[config.mk]
export PLATFORM = sky130hd
export DESIGN_NAME = intr_stack_ctl
export DESIGN_NICKNAME = d
export VERILOG_FILES = /design/src/rtl/intr_stack_ctl.sv
export SDC_FILE = /design/constraint.sdc
export NUM_CORES = 1
export LEC_CHECK = 0
export BUFFER_PORTS_ARGS = -buffer_cell sky130_fd_sc_hd__buf_2
export CAP_MARGIN = 10
export CELL_PAD_IN_SITES_DETAIL_PLACEMENT = 0
export CELL_PAD_IN_SITES_GLOBAL_PLACEMENT = 1
export CORE_MARGIN = 1
export CORE_UTILIZATION = 41
export DETAILED_ROUTE_END_ITERATION = 7
export GPL_TIMING_DRIVEN = 0
export PLACE_DENSITY_LB_ADDON = 0.1
export SLEW_MARGIN = 40
export SYNTH_ARGS = -nofsm -noshare
export SYNTH_HDL_FRONTEND = slang
export SYNTH_SLANG_ARGS = --single-unit
[constraint.sdc]
create_clock -name clk -period 2.5 [get_ports clk]
set_input_delay 0.375 -clock clk [delete_from_list [all_inputs] [get_ports clk]]
set_output_delay 0.375 -clock clk [all_outputs]
set_load 0.02 [all_outputs]
[src/rtl/intr_stack_ctl.sv]
module intr_stack_ctl #(
  parameter int AW = 11,
  parameter int DEPTH = 3,
  parameter logic [AW-1:0] VEC = 11'h0FF
) (
  input  logic          clk,
  input  logic          rst_n,
  input  logic          irq_n,
  input  logic          instr_done,
  input  logic          done_xfer,
  input  logic          next_xfer,
  input  logic          done_lbi,
  input  logic          next_lbi,
  input  logic          ei_set,
  input  logic          push,
  input  logic          pop,
  input  logic [AW-1:0] pc_in,
  input  logic          skip_in,
  output logic          irq_ack,
  output logic [AW-1:0] tgt_pc,
  output logic          tgt_skip,
  output logic          int_en
);
  localparam int EW = AW + 1;

  logic          irq_q, pend, en;
  logic [EW-1:0] stk [DEPTH];

  wire fall       = irq_q & ~irq_n;
  wire chain_hold = (done_xfer & next_xfer) | (done_lbi & next_lbi);
  wire do_push    = irq_ack | push;
  wire do_pop     = pop & ~do_push;
  wire [EW-1:0] new_word = {pc_in, skip_in};

  assign irq_ack  = pend & en & instr_done & ~chain_hold;
  assign tgt_pc   = irq_ack ? VEC : stk[0][EW-1:1];
  assign tgt_skip = irq_ack ? 1'b0 : stk[0][0];
  assign int_en   = en;

  always_ff @(posedge clk) begin
    if (!rst_n) begin
      irq_q <= 1'b1;
      pend  <= 1'b0;
      en    <= 1'b0;
    end else begin
      irq_q <= irq_n;
      if (irq_ack)        pend <= 1'b0;
      else if (fall & en) pend <= 1'b1;
      if (irq_ack)     en <= 1'b0;
      else if (ei_set) en <= 1'b1;
    end
  end

  for (genvar i = 0; i < DEPTH; i++) begin : g_lvl
    logic [EW-1:0] from_above, from_below;
    if (i == 0) begin : g_top
      assign from_above = new_word;
    end else begin : g_mid
      assign from_above = stk[i-1];
    end
    if (i == DEPTH - 1) begin : g_bot
      assign from_below = stk[i];
    end else begin : g_up
      assign from_below = stk[i+1];
    end
    always_ff @(posedge clk) begin
      if (!rst_n)       stk[i] <= '0;
      else if (do_push) stk[i] <= from_above;
      else if (do_pop)  stk[i] <= from_below;
    end
  end
endmodule


======== Word-level counts from Yosys, hierarchy flattened ========
Memories as Yosys holds them, arrays and structs flattened.
Index checks and enable logic that the tools add are counted.
storage, ports and cells
  bits in registers ....................... 3
  bits of input ports ..................... 23
  output and inout port bits .............. 14
  memories ................................ 1
  RAM bits ................................ 36
operators by class
  bitwise logic cells ..................... 20
  mux-type cells .......................... 16
  reduce and logical (&&, ||, !) cells .... 1
memory list
  name  depth  width  read ports  clocked after Yosys merged registers in  wr ports  line  text
  stk   3      12     3           0                                        3         27    logic [EW-1:0] stk [DEPTH];
operators with widths
  operator          number
  $mux W12          6
  $mux W11          1
  $mux W1           9
  $and A1 B1 Y1     8
  $or A1 B1 Y1      8
  $not A1 Y1        4
  $reduce_or A2 Y1  1

======== Logic depth before layout (Yosys ltp) ========
  depth in word-level cells ............... 12
  mapped depth ............................ 5

======== Worst setup path before layout ========
Ideal clock, no wire load.
  path type ............................... register to register
  from .................................... register en, in the netlist int_en
  to ...................................... memory stk[0][0] (netlist name), enable pin
  arrival time ............................ 1.576 ns
  setup slack ............................. 0.538 ns
  path buffers ............................ 0
  stages on the path, launching flop included .. 4
  clock period less this slack ............ 1.962 ns
  cell sequence ........................... dfxtp_1 -> and3_4 -> and2_4 -> or4b_1
RTL lines
  element                 line  text
  from (decl)             26    logic irq_q, pend, en;
  from (signal assigned)  44    en <= 1'b0;
  from (signal assigned)  49    if (irq_ack) en <= 1'b0;
  from (signal assigned)  50    else if (ei_set) en <= 1'b1;
  to (decl)               27

==> results by group <==
Status
  • Status: finished, final reports clean

Routing
  • Via count: between 1,000 and 1,500
  • Drt total wl: 3774 µm
  • DRT iter0 DRCs: 72
  • TritonRoute pass-1 iters: 4
  • Vias per cell: 5.267
  • Wire per inst: 17.39 µm
  • Antenna-violating nets left: 0
  • Post-route DRC: 0

Floorplanning
  • Core ar.: 4029 µm²
  • Num rows: 23
  • Die Area: 4510 µm²
  • Die Wd: 67.16 µm
  • Die Span Y: ~67 µm
  • Initial Util: a little over two fifths
  • IO Count: 37

Min path
  • Hold EP: irq_q
  • Hold path cells: 3
  • Hold_sp: irq_n
  • Type of the worst min-delay path: input pin to flop

Clock tree
  • Root Buffer: clkbuf_8
  • Clk slew on worst S/H paths: 0.08 ns
  • Num CTS Buffers: 5
  • Post-CTS setup buffer count: 0
  • H-tree Lvls: 2
  • Clk_lat worst skew: 0.29 ns
  • Hold buffers post-CTS: 0
  • Number of gates resized after CTS: 0
  • Clock sink count: 39
  • Clock Path Buffers: 2
  • CTS tree: yes

STA
  • Worst setup margin: 0.4514 ns
  • Slew headroom: 55.39%
  • F_max: 488.1 MHz
  • Setup violators final: 0
  • RSZ-0062 raised after global routing: false
  • Clock skew: 0.007347 ns
  • Final setup TNS: 0 ns
  • Least-Margin Pin Slew: 0.6691 ns
  • Final Max Slew Viols: 0
  • Tcrit/Tclk final: 81.94%
  • Min Tclk post-route: 2.049 ns
  • Final Hold Violating Endpoints: 0

Critical path
  • CP endpoint kind: flop
  • Worst reg2reg endpoint: stk[0][3]
  • CP Launch Type: flop
  • WP data arrival: 1.98 ns
  • Kind of critical path: flop to flop
  • Worst setup startpoint: int_en
  • Req. time, crit path: between 2 and 2.5 ns
  • Reg-to-Reg Start: int_en
  • Highest fanout seen on the critical path: 24
  • FF-to-FF setup slack: 0.45 ns
  • Reg2reg path depth: 3

Synth
  • Seq/Total Area, Yosys: 65.56%
  • Syn Area/Cell: 14.15 µm²
  • Yosys cell types: 24
  • Synth warn: 0
  • Gate Count Post-Synth: 123
  • Mapped Area: 1740 µm²
  • Syn nets: 146
  • Synthesis-stage register bit count: 39

Layout
  • N_diodes: 0
  • Core Util, Final: 51.34%
  • Commonest non-fill, non-tap cell in the layout: buf_2
  • Layout cells sized above 1: 43.11%
  • Layout area overhead: 18.84%
  • Most frequent cells in the layout: buf_2, edfxtp_1, a22o_1, nand2_1, nor2_1
  • Nets: 189

Job
  • Max-Cap Viols: 0

Placed design
  • RePlAce Congestion: roughly 0.73
  • Pre-CTS setup slack: 0.2782 ns
  • Detailed placement HPWL: around 2400 µm
  • IO Port Bufs: 36

Pwr
  • Clk pwr share: 30.6%
  • Switch share: 24.45%
  • Power after layout: about 1.4 mW
  • Net Switching: 332.2 µW
  • VDD IR max: 374.0 µV
  • Comb power frac: 11.5%
  • Int Power: just over 1 mW
  • Sequential Power Share: 57.9%
  • Cell Pwr Density: roughly 660 nW/µm²
  • LEAKAGE: 0.9208 nW

GRT
  • Gr ovfl total: 0
  • Antenna violations before repair: 0
  • Largest net degree at the start of global routing: 25
  • GRT Util Overall: 18.78%
  • Vias in the first global route: 1,094
  • Global-route wire length before repair: 5789 µm
[layout make-up]
cell class / count / area (µm²)
Buffer: 8 / 62.56
Clock buffer: 6 / 72.57
Clock inverter: 2 / 12.51
Fill cell: 378 / 1961
Inverter: 1 / 3.754
Multi-Input combinational cell: 75 / 533.0
Sequential cell: 39 / 1141
Tap cell: 50 / 62.56
Timing Repair Buffer: 36 / 180.2
[Yosys cell counts]
| library cell | number | area (µm²) |
|---|---|---|
| buf_4 | 2 | 15.01 |
| and4_1 | 1 | 8.760 |
| nand2_4 | 1 | 11.26 |
| inv_1 | 1 | 3.750 |
| buf_2 | 2 | 10.01 |
| a22o_1 | 19 | 166.4 |
| nor2_1 | 13 | 48.80 |
| or4b_1 | 1 | 10.01 |
| or2_2 | 8 | 50.05 |
| nand2_1 | 13 | 48.80 |
| and3_4 | 1 | 11.26 |
| buf_6 | 3 | 33.78 |
| a211oi_2 | 1 | 12.51 |
| clkbuf_1 | 1 | 3.750 |
| nor3b_1 | 2 | 15.01 |
| a31oi_1 | 1 | 6.260 |
| a211oi_4 | 1 | 20.02 |
| a22o_2 | 6 | 60.06 |
| edfxtp_1 | 36 | 1081 |
| and2_4 | 1 | 8.760 |
| a22oi_4 | 1 | 21.27 |
| dfxtp_1 | 3 | 60.06 |
| nor2b_1 | 4 | 25.02 |
| or3b_2 | 1 | 8.760 |
[per-layer routing]
metal,vias to the layer above,wire [µm],track usage (%)
met5,-,0,0
met4,0,29,7.181
met3,4,154,4.054
met2,25,1862,28.75
met1,565,1727,25.95
li1,549,-,-
[power by group through the flow]
stage          clock (mW)  combinational [mW]  sequential, mW
3_3_place_gp            0               0.155           0.798
3_5_place_dp            0               0.159           0.801
4_1_cts             0.430               0.159           0.786
2_1_floorplan           0              0.0994           0.794
6_report            0.416               0.157           0.786
5_1_grt             0.451               0.171           0.791
[sequential cells by signal (all words and copies together), names as in the netlist]
register,flops
int_en,1
irq_q,1
pend,1
stk,36
[worst max-delay path, cell delays in order (launching register included)]
cell and delay [ns]:
dfxtp_1 0.35, and3_4 0.18, and2_4 0.19, or4b_2 0.96
[cell families (layout without fill, tap and decap cells)]
kind of cell / after synthesis / in the layout / synth area share [%]
AO/OA/AOI/OAI: 29 / 29 / 16.46
AND/OR/NAND/NOR: 46 / 46 / 14.16
flip-flops: 39 / 39 / 65.56
buffers and inverters: 9 / 53 / 3.809
[worst max path at each step]
stage          depth (start not counted)   endpoint  slack (ns)
6_report                               3  stk[0][3]        0.45
5_1_grt                                5  tgt_pc[6]        0.36
4_1_cts                                3  stk[0][0]        0.43
3_5_place_dp                           4  stk[0][8]        0.28
3_3_place_gp                           4  stk[1][8]        0.21
2_1_floorplan                          3  stk[0][0]        0.54
[stage by stage]
step	instance area, µm²	cells	hold WS [ns]
floorplan	1740	123	0.4805
global placement	1983	209	0.5215
detailed placement	1983	209	0.5338
CTS	2068	217	0.2804
global route	2068	217	0.3116
finish	2068	217	0.2873
No activity file was read; power rests on OpenSTA's default activity.
